[src/rtl/spi_port_pkg.sv]
package spi_port_pkg;

  typedef enum logic [1:0] {
    REG_CTRL = 2'd0,
    REG_STAT = 2'd1,
    REG_DATA = 2'd2,
    REG_NONE = 2'd3
  } reg_sel_e;

  // control register image, bit 7 down to bit 0
  typedef struct packed {
    logic       irq_en;
    logic [1:0] rate;
    logic       pha;
    logic       pol;
    logic       lsb;
    logic       master;
    logic       en;
  } ctrl_t;

  // half of the division ratio, minus one, for the serial clock counter
  function automatic logic [7:0] half_minus_one(input logic [1:0] rate, input logic dbl);
    logic [3:0] lg;
    lg = (rate == 2'd3) ? 4'd7 : ({1'b0, rate, 1'b0} + 4'd2);
    lg = lg - {3'b000, dbl};
    return (8'd1 << (lg - 4'd1)) - 8'd1;
  endfunction

endpackage

[src/rtl/spi_port_sync.sv]
module spi_port_sync #(
  parameter int unsigned           W       = 2,
  parameter logic [W-1:0]          RST_VAL = '0
) (
  input  logic         clk,
  input  logic         rst_n,
  input  logic [W-1:0] d,
  output logic [W-1:0] q
);

  logic [W-1:0] st1_q, st2_q;

  always_ff @(posedge clk or negedge rst_n) begin
    if (!rst_n) begin
      st1_q <= RST_VAL;
      st2_q <= RST_VAL;
    end else begin
      st1_q <= d;
      st2_q <= st1_q;
    end
  end

  assign q = st2_q;

endmodule

[src/rtl/spi_port_clkgen.sv]
module spi_port_clkgen #(
  parameter int unsigned CNT_W = 6
) (
  input  logic             clk,
  input  logic             rst_n,
  input  logic             run,
  input  logic [CNT_W-1:0] half_m1,
  output logic             tick,
  output logic             lvl
);

  logic [CNT_W-1:0] cnt_q, cnt_d;
  logic             lvl_q, lvl_d;

  assign tick = run && (cnt_q == '0);

  always_comb begin
    cnt_d = cnt_q;
    lvl_d = lvl_q;
    if (!run) begin
      cnt_d = half_m1;
      lvl_d = 1'b0;
    end else if (cnt_q == '0) begin
      cnt_d = half_m1;
      lvl_d = ~lvl_q;
    end else begin
      cnt_d = cnt_q - 1'b1;
    end
  end

  always_ff @(posedge clk or negedge rst_n) begin
    if (!rst_n) begin
      cnt_q <= '0;
      lvl_q <= 1'b0;
    end else begin
      cnt_q <= cnt_d;
      lvl_q <= lvl_d;
    end
  end

  assign lvl = lvl_q;

  // two ticks never come back to back unless the ratio is the fastest one
  assert_tick_gap_R5: assert property (@(posedge clk) disable iff (!rst_n)
    (tick && (half_m1 != '0)) |=> !tick);

endmodule

[src/rtl/spi_port_shifter.sv]
module spi_port_shifter #(
  parameter int unsigned W = 8
) (
  input  logic         clk,
  input  logic         rst_n,
  input  logic         load,
  input  logic         go,
  input  logic         abort,
  input  logic         edge_pulse,
  input  logic         lsb_first,
  input  logic         cpha,
  input  logic         sdi,
  input  logic [W-1:0] ldata,
  output logic         sdo,
  output logic         busy,
  output logic         done,
  output logic [W-1:0] word
);

  localparam int unsigned      CNT_W = $clog2(2 * W);
  localparam logic [CNT_W-1:0] LAST  = CNT_W'(2 * W - 1);

  logic [W-1:0]     sr_q, sr_d;
  logic             rx_q, rx_d;
  logic [CNT_W-1:0] cnt_q, cnt_d;
  logic             act_q, act_d;
  logic             lead, last, sample_now, shift_now;

  function automatic logic [W-1:0] push(input logic [W-1:0] v, input logic b, input logic lsb);
    return lsb ? {b, v[W-1:1]} : {v[W-2:0], b};
  endfunction

  always_comb begin
    lead       = ~cnt_q[0];
    last       = (cnt_q == LAST);
    sample_now = edge_pulse && (cpha ? !lead : lead);
    shift_now  = edge_pulse && (cpha ? (lead && (cnt_q != '0)) : !lead);

    sr_d  = sr_q;
    rx_d  = rx_q;
    cnt_d = cnt_q;
    act_d = act_q;

    if (sample_now && cpha && last) begin
      sr_d = push(sr_q, sdi, lsb_first);
    end else begin
      if (sample_now) rx_d = sdi;
      if (shift_now)  sr_d = push(sr_q, rx_q, lsb_first);
    end

    if (edge_pulse) begin
      if (last) begin
        cnt_d = '0;
        act_d = 1'b0;
      end else begin
        cnt_d = cnt_q + 1'b1;
      end
    end

    if (load) begin
      sr_d  = ldata;
      act_d = go;
    end

    if (abort) begin
      cnt_d = '0;
      act_d = 1'b0;
    end
  end

  always_ff @(posedge clk or negedge rst_n) begin
    if (!rst_n) begin
      sr_q  <= '0;
      rx_q  <= 1'b0;
      cnt_q <= '0;
      act_q <= 1'b0;
    end else begin
      sr_q  <= sr_d;
      rx_q  <= rx_d;
      cnt_q <= cnt_d;
      act_q <= act_d;
    end
  end

  assign done = edge_pulse && last && !abort;
  assign word = sr_d;
  assign sdo  = lsb_first ? sr_q[0] : sr_q[W-1];
  assign busy = act_q || (cnt_q != '0);

  assert_done_rewinds_R6: assert property (@(posedge clk) disable iff (!rst_n)
    done |=> (cnt_q == '0));

  assert_go_sets_busy_R5: assert property (@(posedge clk) disable iff (!rst_n)
    (load && go && !abort) |=> busy);

endmodule

[src/rtl/spi_port.sv]
module spi_port #(
  parameter int unsigned DIV_CNT_W = 6
) (
  input  logic       clk,
  input  logic       rst_n,
  input  logic [1:0] reg_addr,
  input  logic       reg_wr,
  input  logic       reg_rd,
  input  logic [7:0] reg_wdata,
  output logic [7:0] reg_rdata,
  input  logic       irq_gate,
  input  logic       irq_ack,
  output logic       irq,
  input  logic       sel_n,
  input  logic       sclk_in,
  output logic       sclk_out,
  output logic       sclk_drive,
  input  logic       sdi,
  output logic       sdo
);
  import spi_port_pkg::*;

  localparam int unsigned BYTE_W = 8;

  // reset: asserted asynchronously, released after two clean edges
  logic [1:0] rsync_q;
  logic       rst_ni;

  always_ff @(posedge clk or negedge rst_n) begin
    if (!rst_n) rsync_q <= 2'b00;
    else        rsync_q <= {rsync_q[0], 1'b1};
  end
  assign rst_ni = rsync_q[1];

  // pin synchronizers: bit 1 select (idle high), bit 0 serial clock
  logic [1:0] pins_s;
  logic       sel_s, sclk_s;

  spi_port_sync #(.W(2), .RST_VAL(2'b10)) u_sync (
    .clk   (clk),
    .rst_n (rst_ni),
    .d     ({sel_n, sclk_in}),
    .q     (pins_s)
  );
  assign sel_s  = pins_s[1];
  assign sclk_s = pins_s[0];

  // state
  ctrl_t            ctrl_q, ctrl_d;
  logic             dbl_q, dbl_d;
  logic             flag_q, flag_d;
  logic             wcol_q, wcol_d;
  logic             armed_q, armed_d;
  logic             sclk_prev_q;
  logic [BYTE_W-1:0] rx_q, rx_d;

  // decode and control
  logic ctrl_wr, stat_wr, stat_rd, dat_wr, dat_rd, dat_any;
  logic master_en, slave_en, fault, clr_seq;
  logic load, go, abort, busy, done, tick, lvl, slv_edge, edge_pulse;
  logic [BYTE_W-1:0]    rx_word;
  logic [DIV_CNT_W-1:0] half_m1;

  always_comb begin
    ctrl_wr = reg_wr && (reg_addr == REG_CTRL);
    stat_wr = reg_wr && (reg_addr == REG_STAT);
    stat_rd = reg_rd && (reg_addr == REG_STAT);
    dat_wr  = reg_wr && (reg_addr == REG_DATA);
    dat_rd  = reg_rd && (reg_addr == REG_DATA);
    dat_any = dat_wr || dat_rd;

    master_en = ctrl_q.en && ctrl_q.master;
    slave_en  = ctrl_q.en && !ctrl_q.master;
    fault     = master_en && !sel_s;

    slv_edge   = slave_en && !sel_s && (sclk_s != sclk_prev_q);
    edge_pulse = master_en ? tick : slv_edge;

    load  = dat_wr && !busy;
    go    = master_en && !fault;
    abort = !ctrl_q.en || fault || (slave_en && sel_s);

    clr_seq = armed_q && dat_any;
    half_m1 = DIV_CNT_W'(half_minus_one(ctrl_q.rate, dbl_q));
  end

  // next state
  always_comb begin
    ctrl_d  = ctrl_q;
    dbl_d   = dbl_q;
    flag_d  = flag_q;
    wcol_d  = wcol_q;
    armed_d = armed_q;
    rx_d    = rx_q;

    if (ctrl_wr) ctrl_d = ctrl_t'(reg_wdata);
    if (fault)   ctrl_d.master = 1'b0;

    if (stat_wr) dbl_d = reg_wdata[0];

    if (clr_seq || irq_ack) flag_d = 1'b0;
    if (done || fault)      flag_d = 1'b1;

    if (clr_seq)           wcol_d = 1'b0;
    if (dat_wr && busy)    wcol_d = 1'b1;

    if (dat_any)           armed_d = 1'b0;
    if (stat_rd && flag_q) armed_d = 1'b1;

    if (done) rx_d = rx_word;
  end

  always_ff @(posedge clk or negedge rst_ni) begin
    if (!rst_ni) begin
      ctrl_q      <= '0;
      dbl_q       <= 1'b0;
      flag_q      <= 1'b0;
      wcol_q      <= 1'b0;
      armed_q     <= 1'b0;
      rx_q        <= '0;
      sclk_prev_q <= 1'b0;
    end else begin
      ctrl_q      <= ctrl_d;
      dbl_q       <= dbl_d;
      flag_q      <= flag_d;
      wcol_q      <= wcol_d;
      armed_q     <= armed_d;
      rx_q        <= rx_d;
      sclk_prev_q <= sclk_s;
    end
  end

  spi_port_clkgen #(.CNT_W(DIV_CNT_W)) u_clkgen (
    .clk     (clk),
    .rst_n   (rst_ni),
    .run     (master_en && busy),
    .half_m1 (half_m1),
    .tick    (tick),
    .lvl     (lvl)
  );

  spi_port_shifter #(.W(BYTE_W)) u_shift (
    .clk        (clk),
    .rst_n      (rst_ni),
    .load       (load),
    .go         (go),
    .abort      (abort),
    .edge_pulse (edge_pulse),
    .lsb_first  (ctrl_q.lsb),
    .cpha       (ctrl_q.pha),
    .sdi        (sdi),
    .ldata      (reg_wdata),
    .sdo        (sdo),
    .busy       (busy),
    .done       (done),
    .word       (rx_word)
  );

  // outputs
  always_comb begin
    case (reg_sel_e'(reg_addr))
      REG_CTRL: reg_rdata = ctrl_q;
      REG_STAT: reg_rdata = {flag_q, wcol_q, 5'b00000, dbl_q};
      REG_DATA: reg_rdata = rx_q;
      default:  reg_rdata = '0;
    endcase
  end

  assign irq        = flag_q && ctrl_q.irq_en && irq_gate;
  assign sclk_out   = ctrl_q.pol ^ lvl;
  assign sclk_drive = master_en;

  // checks beside the logic they guard
  assert_fault_drops_master_R11: assert property (@(posedge clk) disable iff (!rst_ni)
    fault |=> (!ctrl_q.master && flag_q));

  assert_busy_write_collides_R10: assert property (@(posedge clk) disable iff (!rst_ni)
    (dat_wr && busy) |=> wcol_q);

  assert_done_raises_flag_R7: assert property (@(posedge clk) disable iff (!rst_ni)
    done |=> flag_q);

  assert_sck_idle_level_R3: assert property (@(posedge clk) disable iff (!rst_ni)
    (master_en && !busy) |-> (sclk_out == ctrl_q.pol));

  assert_ack_clears_flag_R9: assert property (@(posedge clk) disable iff (!rst_ni)
    (irq_ack && !done && !fault) |=> !flag_q);

endmodule

[config.mk]
export PLATFORM = sky130hd
export DESIGN_NAME = spi_port
export DESIGN_NICKNAME = d
export VERILOG_FILES = /design/src/rtl/spi_port_pkg.sv /design/src/rtl/spi_port_sync.sv /design/src/rtl/spi_port_clkgen.sv /design/src/rtl/spi_port_shifter.sv /design/src/rtl/spi_port.sv
export SDC_FILE = /design/constraint.sdc
export NUM_CORES = 1
export LEC_CHECK = 0
export BUFFER_PORTS_ARGS = -buffer_cell sky130_fd_sc_hd__buf_4
export CORE_MARGIN = 10
export CORE_UTILIZATION = 45
export DETAILED_ROUTE_END_ITERATION = 12
export HOLD_SLACK_MARGIN = 0.05
export PLACE_DENSITY = 0.79
export SYNTH_ARGS = -nofsm -noshare
export SYNTH_HDL_FRONTEND = slang
export SYNTH_SLANG_ARGS = --single-unit
[constraint.sdc]
create_clock -name clk -period 1.5 [get_ports clk]
set_input_delay 0.3 -clock clk [delete_from_list [all_inputs] [get_ports clk]]
set_output_delay 0.3 -clock clk [all_outputs]
set_load 0.005 [all_outputs]
Word-level counts from Yosys, hierarchy flattened

Cells that the tools add are included.
W data, S select, Z words.

Flip-flop bits (word level): 48
Input bits: 19
Output and inout port bits: 12
Logic and storage cells: 120

Add/sub/neg operators: 6
Eq/ne operators: 6
Shift operators: 1
Mux-type cells: 30
Bitwise operators: 4
Reductions and logical operators: 51

Operator list:

| cell                  | count |
|---|---|
| $mux W8               | 5 |
| $logic_and A1 B1 Y1   | 27 |
| $pmux W8 S3           | 1 |
| $mux W1               | 17 |
| $mux W4               | 4 |
| $mux W6               | 2 |
| $sub A6 B1 Y6 const B | 2 |
| $reduce_bool A2 Y1    | 5 |
| $logic_not A1 Y1      | 6 |
| $logic_not A6 Y1      | 1 |
| $logic_or A1 B1 Y1    | 6 |
| $reduce_bool A3 Y1    | 2 |
| $shl A1 B4 Y6 const A | 1 |
| $add A3 B2 Y4 const B | 1 |
| $add A4 B1 Y4 const B | 1 |
| $eq A2 B2 Y1 const B  | 2 |
| $eq A4 B4 Y1 const B  | 1 |
| $reduce_and A2 Y1     | 2 |
| $reduce_bool A4 Y1    | 1 |
| $sub A4 B1 Y4         | 1 |
| $sub A4 B1 Y4 const B | 1 |
| $not A1 Y1            | 3 |
| $eq A2 B1 Y1 const B  | 1 |
| $logic_not A2 Y1      | 1 |
| other kinds (4)       | 4 |

Depth between registers and ports, before layout

Depth after elaboration: 10
Gate-level depth with buffers: 9
Gate-level depth less buffers: 8

Hierarchy

From an unflattened synthesis, not the netlist that was laid out.

Cells, all modules: 237
Area total of the unflattened synthesis: 2578.7 µm²

By module, submodules not included:

| module           | times used | cells an instance | area each (µm²) |
|---|---|---|---|
| spi_port         | 1          | 100               | 1141.1 |
| spi_port_shifter | 1          | 98                | 927.1 |
| spi_port_clkgen  | 1          | 35                | 407.9 |
| spi_port_sync    | 1          | 4                 | 102.6 |

Worst setup path before layout

Ideal clock, no wire load.

Path kind: reg-to-reg
Start point: register u_shift.cnt_q[0]
End point: register u_shift.rx_q
Arrival time: 1882 ps
Data required time: 1375 ps
Setup slack: -508 ps
Cell stages (with the launch flop): 9
Path buffers: 1
Clock period less this slack: 2008 ps
Cell sequence: dfrtp_1 > inv_1 > ha_1 > nor4b_4 > nor4_4 > or2_1 > buf_6 > nand3_2 > mux2_4

Longest elaborated chain between the ends: 10
Elaborated cells on any way between the ends: 13
Those cells by class: eq/ne (1); mux (2); bitwise (2); reduce/logical (8)

RTL lines:

| item                             | RTL line               | source |
|---|---|---|
| start: declaration               | spi_port_shifter.sv:25 | `logic [CNT_W-1:0] cnt_q, cnt_d;` |
| start signal: assignment         | spi_port_shifter.sv:80 | `cnt_q <= cnt_d;` |
| $reduce_bool A4 Y1               | spi_port_shifter.sv:88 | `assign busy = act_q \|\| (cnt_q != '0);` |
| $logic_or A1 B1 Y1               | spi_port_shifter.sv:88 |  |
| $logic_and A1 B1 Y1              | spi_port.sv:136        | `.run (master_en && busy),` |
| $logic_and A1 B1 Y1              | spi_port_clkgen.sv:15  | `assign tick = run && (cnt_q == '0);` |
| $mux W1                          | spi_port.sv:77         | `edge_pulse = master_en ? tick : slv_edge;` |
| $logic_and A1 B1 Y1              | spi_port_shifter.sv:36 | `sample_now = edge_pulse && (cpha ? !lead : lead);` |
| $logic_and A1 B1 Y1 (2 in a row) | spi_port_shifter.sv:44 | `if (sample_now && cpha && last) begin` |
| $not A1 Y1 (no line)             | --                     |  |
| $reduce_and A2 Y1 (no line) (*)  | --                     |  |
| end signal: assignment           | spi_port_shifter.sv:79 | `rx_q <= rx_d;` |
| end: declaration                 | spi_port_shifter.sv:24 | `logic rx_q, rx_d;` |

Every way passes the cells marked *; elsewhere a longest branch is shown, timed or not.
A chain may end at the register's enable or synchronous reset.

Worst setup path after layout

Start point: register u_clkgen.cnt_q[3]
End point: register rx_q[4]

Longest elaborated chain between the ends: 8
Elaborated cells on any way between the ends: 12
Those cells by class: mux (4); reduce/logical (8)

RTL lines:

| item                             | RTL line               | source |
|---|---|---|
| start: declaration               | spi_port_clkgen.sv:12  | `logic [CNT_W-1:0] cnt_q, cnt_d;` |
| start signal: assignment         | spi_port_clkgen.sv:36  | `cnt_q <= cnt_d;` |
| $logic_not A6 Y1 (*)             | spi_port_clkgen.sv:15  |  |
| $logic_and A1 B1 Y1 (*)          | spi_port_clkgen.sv:15  |  |
| $mux W1 (*)                      | spi_port.sv:77         |  |
| $logic_and A1 B1 Y1              | spi_port_shifter.sv:36 |  |
| $logic_and A1 B1 Y1 (2 in a row) | spi_port_shifter.sv:44 |  |
| $mux W8                          | spi_port_shifter.sv:44 |  |
| $mux W8                          | spi_port_shifter.sv:60 | `if (load) begin` |
| end signal: assignment           | spi_port.sv:128        | `rx_q <= rx_d;` |
| end: declaration                 | spi_port.sv:55         | `logic [BYTE_W-1:0] rx_q, rx_d;` |

Marks and branches as above.

==> impl_metrics.yaml <==
outcome:
  status: "finished, violations left"
  violations: "negative setup slack"
grt:
  antenna_found_initial: 0
  grt_start_max_net_pins: 25
  track_usage_pct: 16.47
  grt_pass1_vias: 2454
  grt_overflow: 0
  grt_pass1_wl_microns: 12030
floorplanning:
  rows: 27
  die_area_sq_mm: 0.009256
  die_w_microns: 96.21
  die_h_microns: 96.21
  io_pins: 31
  coreArea_sq_mm: 0.005574
  start_util_pct: 46.89
placement:
  place_congestion: 0.8256
  dpl_cell_area_sq_mm: 0.003302
  dpl.hpwl_microns: 5076
  port_buffers: 30
cts:
  htree_levels: 2
  cts_tree: "built"
  clk_pin_slew_ps: 100
  numCtsBuffers: 5
  ctsLongestPathBuffers: 2
  cts.sink_count: 48
  root_buffer: "clkbuf_8"
  clk_latency_ps: 310
drt:
  wl_per_cell_microns: 20.33
  vias_per_cell: 5.707
  ant_nets: 0
  wirelength_microns: 8680
  dr.pass1.iters: 4
  drc_errors: 0
  drt-initial-drc-count: 178
  vias: 2437
yosys:
  async_flop_share_pct: 100.0
  synth.distinct_cells: 52
  yosysSeqAreaShare_pct: 46.05
  synth_compound_area_share_pct: 13.64
  muxShareOfSynthArea_pct: 13.21
  synthXorXnorAreaFrac_pct: 3.686
  synth-adder-area-share_pct: 2.872
  synthFlopType: "dfrtp_1"
  avgSynthCellArea_sq_um: 10.46
  synth-simple-area-share_pct: 17.47
  syn_nets: 275
  synth_top_family_by_area: "simple AND/OR/NAND/NOR gates"
  synth_area_sq_mm: 0.002614
  synth_cells: 250
  synth_seq_cells: 48
  synth_enable_flop_cells: 0
  yosysWarnings: 0
worst_setup_path:
  reg2reg_to: "rx_q[4]$_DFFE_PN0P_"
  cp_max_fo: 6
  worstSetupEndpointType: "register"
  required_ps: 1680
  path_class: "reg2reg"
  regToRegSetupSlack_ps: -530
  rr_startpoint: "u_clkgen.cnt_q[3]$_DFF_PN0_"
  critPathLaunchType: "register"
  cp.arrival_ps: 2210
  reg2reg_depth: 7
sta:
  slew_viol_final: 0
  whs_ps: 82.36
  fin_skew_ps: 18.86
  rsz0062_at_grt: "yes"
  fmax_mhz: 493.4
  period_minus_slack_ps: 2027
  finalSetupViolCount: 35
  fin_ws_ps: -526.8
  fin_crit_sh_pct: 135.1
  hold_violations: 0
finish:
  syn2layout_area_growth_pct: 50.55
  nFillCells: 369
  nNetsFinal: 379
  drive_above_1_share_pct: 54.37
  final_area_sq_mm: 0.003935
  seq_area_sq_mm: 0.001211
  antennaDiodeCount: 0
  multi_input_area_sq_mm: 0.001630
power_and_ir_drop:
  vdd_ir_drop_max_v: 0.0008592
  leakage_nw: 1.782
  p_per_area_mw_per_mm2: 1091
  seqPwrFrac_pct: 39.3
  switchingPower_mw: 1.396
  swShare_pct: 32.52
  intPower_mw: 2.896
  clkPwrFrac_pct: 22.1
  pwr-share-comb_pct: 38.6
job:
  drv_cap: 0
hold_path:
  hold_path_depth: 1
  hold_path_startpoint: "sel_n"
  min_to: "u_sync.st1_q[1]$_DFF_PN1_"
  hp-class: "in2reg"
routing by layer:
metal / GRT usage, % / up-vias / share of wire [%]
met5: 0 / - / 0
met4: 5.405 / 0 / 2.7
met3: 3.969 / 24 / 7.0
met2: 28.36 / 98 / 51
met1: 19.66 / 1222 / 39
li1: - / 1093 / -
worst max path at each step:
stage | start | to | slack [ps] | cells past startpoint
floorplan | u_clkgen.cnt_q[3]$_DFF_PN0_ | u_shift.rx_q$_DFFE_PN0P_ | -450 | 6
global placement | u_clkgen.cnt_q[3]$_DFF_PN0_ | u_shift.sr_q[0]$_DFF_PN0_ | -470 | 6
detailed placement | u_clkgen.cnt_q[3]$_DFF_PN0_ | u_shift.sr_q[0]$_DFF_PN0_ | -560 | 6
CTS | u_shift.cnt_q[0]$_DFFE_PN0P_ | u_shift.cnt_q[3]$_DFFE_PN0P_ | -390 | 8
global route | u_clkgen.cnt_q[3]$_DFF_PN0_ | rx_q[4]$_DFFE_PN0P_ | -590 | 7
finish | u_clkgen.cnt_q[3]$_DFF_PN0_ | rx_q[4]$_DFFE_PN0P_ | -530 | 7
timing repair:
| action | 4_1_cts | 5_1_grt |
|---|---|---|
| gates resized for setup | 50 | 35 |
| setup endpoints to repair | 37 | 38 |
| gates cloned | 1 | 1 |
| pin swaps | 18 | 18 |
| hold buffers | 1 | 0 |
| setup buffers | 16 | 12 |
| hold endpoints to repair | 2 | 0 |
critical path, stage by stage, from the launching register on:
cell	delay, ps
dfrtp_1	410
or3_4	430
nor4_4	320
buf_4	190
o2111ai_4	180
buf_4	230
nand2_1	70
o21ai_1	80
Yosys cell counts, types with 3 or more instances:
library cell  number  area share, %
dfrtp_1           46             44
nand2_1           31            4.5
o21ai_0           21            4.0
mux2_2            16            6.9
nor2_1            16            2.3
mux2i_1           15            5.7
a21oi_1           10            1.9
xnor2_1            7            2.3
ha_1               6            2.9
inv_1              6           0.86
nor3_1             6            1.1
clkbuf_1           5           0.72
nand3_1            5           0.96
xor2_1             4            1.3
a211oi_1           3           0.86
and3_1             3           0.72
buf_1              3           0.43
nand2b_1           3           0.72
nand3b_1           3           0.86
power by group through the flow:
stage	Combinational (mW)	Sequential, mW	Clock, mW
5_1_grt	1.75	1.71	0.999
2_1_floorplan	0.667	1.67	0
6_report	1.66	1.69	0.949
3_3_place_gp	1.16	1.67	0
4_1_cts	1.42	1.66	0.930
3_5_place_dp	1.21	1.69	0
placed cells by master, fill, tap and decap left out, types with 3 or more instances in the layout:
cell type / synthesis / final
buf_4: 1 / 90
inv_2: 0 / 3
clkbuf_8: 0 / 5
o21ai_0: 21 / 4
and3_1: 3 / 3
nand3b_1: 3 / 3
dfrtp_2: 0 / 6
mux2_2: 16 / 15
ha_1: 6 / 3
nor2_1: 16 / 14
nand2_1: 31 / 23
xor2_1: 4 / 3
or2_4: 0 / 3
nor3_1: 6 / 6
nand2b_1: 3 / 3
inv_1: 6 / 3
a21oi_2: 0 / 3
buf_6: 1 / 15
ha_4: 0 / 3
nor4b_4: 2 / 3
dfrtp_1: 46 / 40
o21ai_1: 1 / 17
mux2i_2: 0 / 3
xnor2_1: 7 / 6
a21oi_1: 10 / 4
nand3_1: 5 / 3
nand2_2: 0 / 6
mux2i_1: 15 / 12
a21oi_4: 0 / 3
final cells by class:
| cell class | count | share of cell area (%) |
|---|---|---|
| clock buffers | 7 | 1.940 |
| well taps | 72 | 2.289 |
| multi-input cells | 186 | 41.43 |
| inverters | 6 | 0.5723 |
| repair buffers | 107 | 22.23 |
| clock inverters | 1 | 0.7631 |
| flip-flops and latches | 48 | 30.78 |
per-stage QoR:
step | util, % | setup slack [ps] | setup TNS, ps | power, mW | instances
floorplan | - | -445.9 | -8017 | 2.336 | 250
global placement | 59.24 | -473.8 | -10440 | 2.830 | 391
detailed placement | 59.24 | -557.2 | -11920 | 2.895 | 391
CTS | 66.29 | -388.1 | -8521 | 4.012 | 416
global route | 70.59 | -590.6 | -14240 | 4.459 | 427
finish | 70.59 | -526.8 | -11990 | 4.292 | 427
kinds of logic after synthesis:
logic type / Yosys count
buffers and inverters: 17
adder cells (fa/ha/maj): 6
XOR/XNOR: 11
AO/OA/AOI/OAI: 53
other: 1
multiplexers: 32
AND/OR/NAND/NOR: 82
flip-flops: 48
registers in the layout (all words and copies together) (netlist names):
name,count
wcol_q,1
u_clkgen.cnt_q,6
flag_q,1
rx_q,8
rsync_q,2
u_sync.q,2
u_shift.sr_q,8
ctrl_q,8
u_clkgen.lvl,1
u_shift.act_q,1
u_shift.cnt_q,4
dbl_q,1
sclk_prev_q,1
armed_q,1
u_sync.st1_q,2
u_shift.rx_q,1
Power figures use the tool's default switching activity.
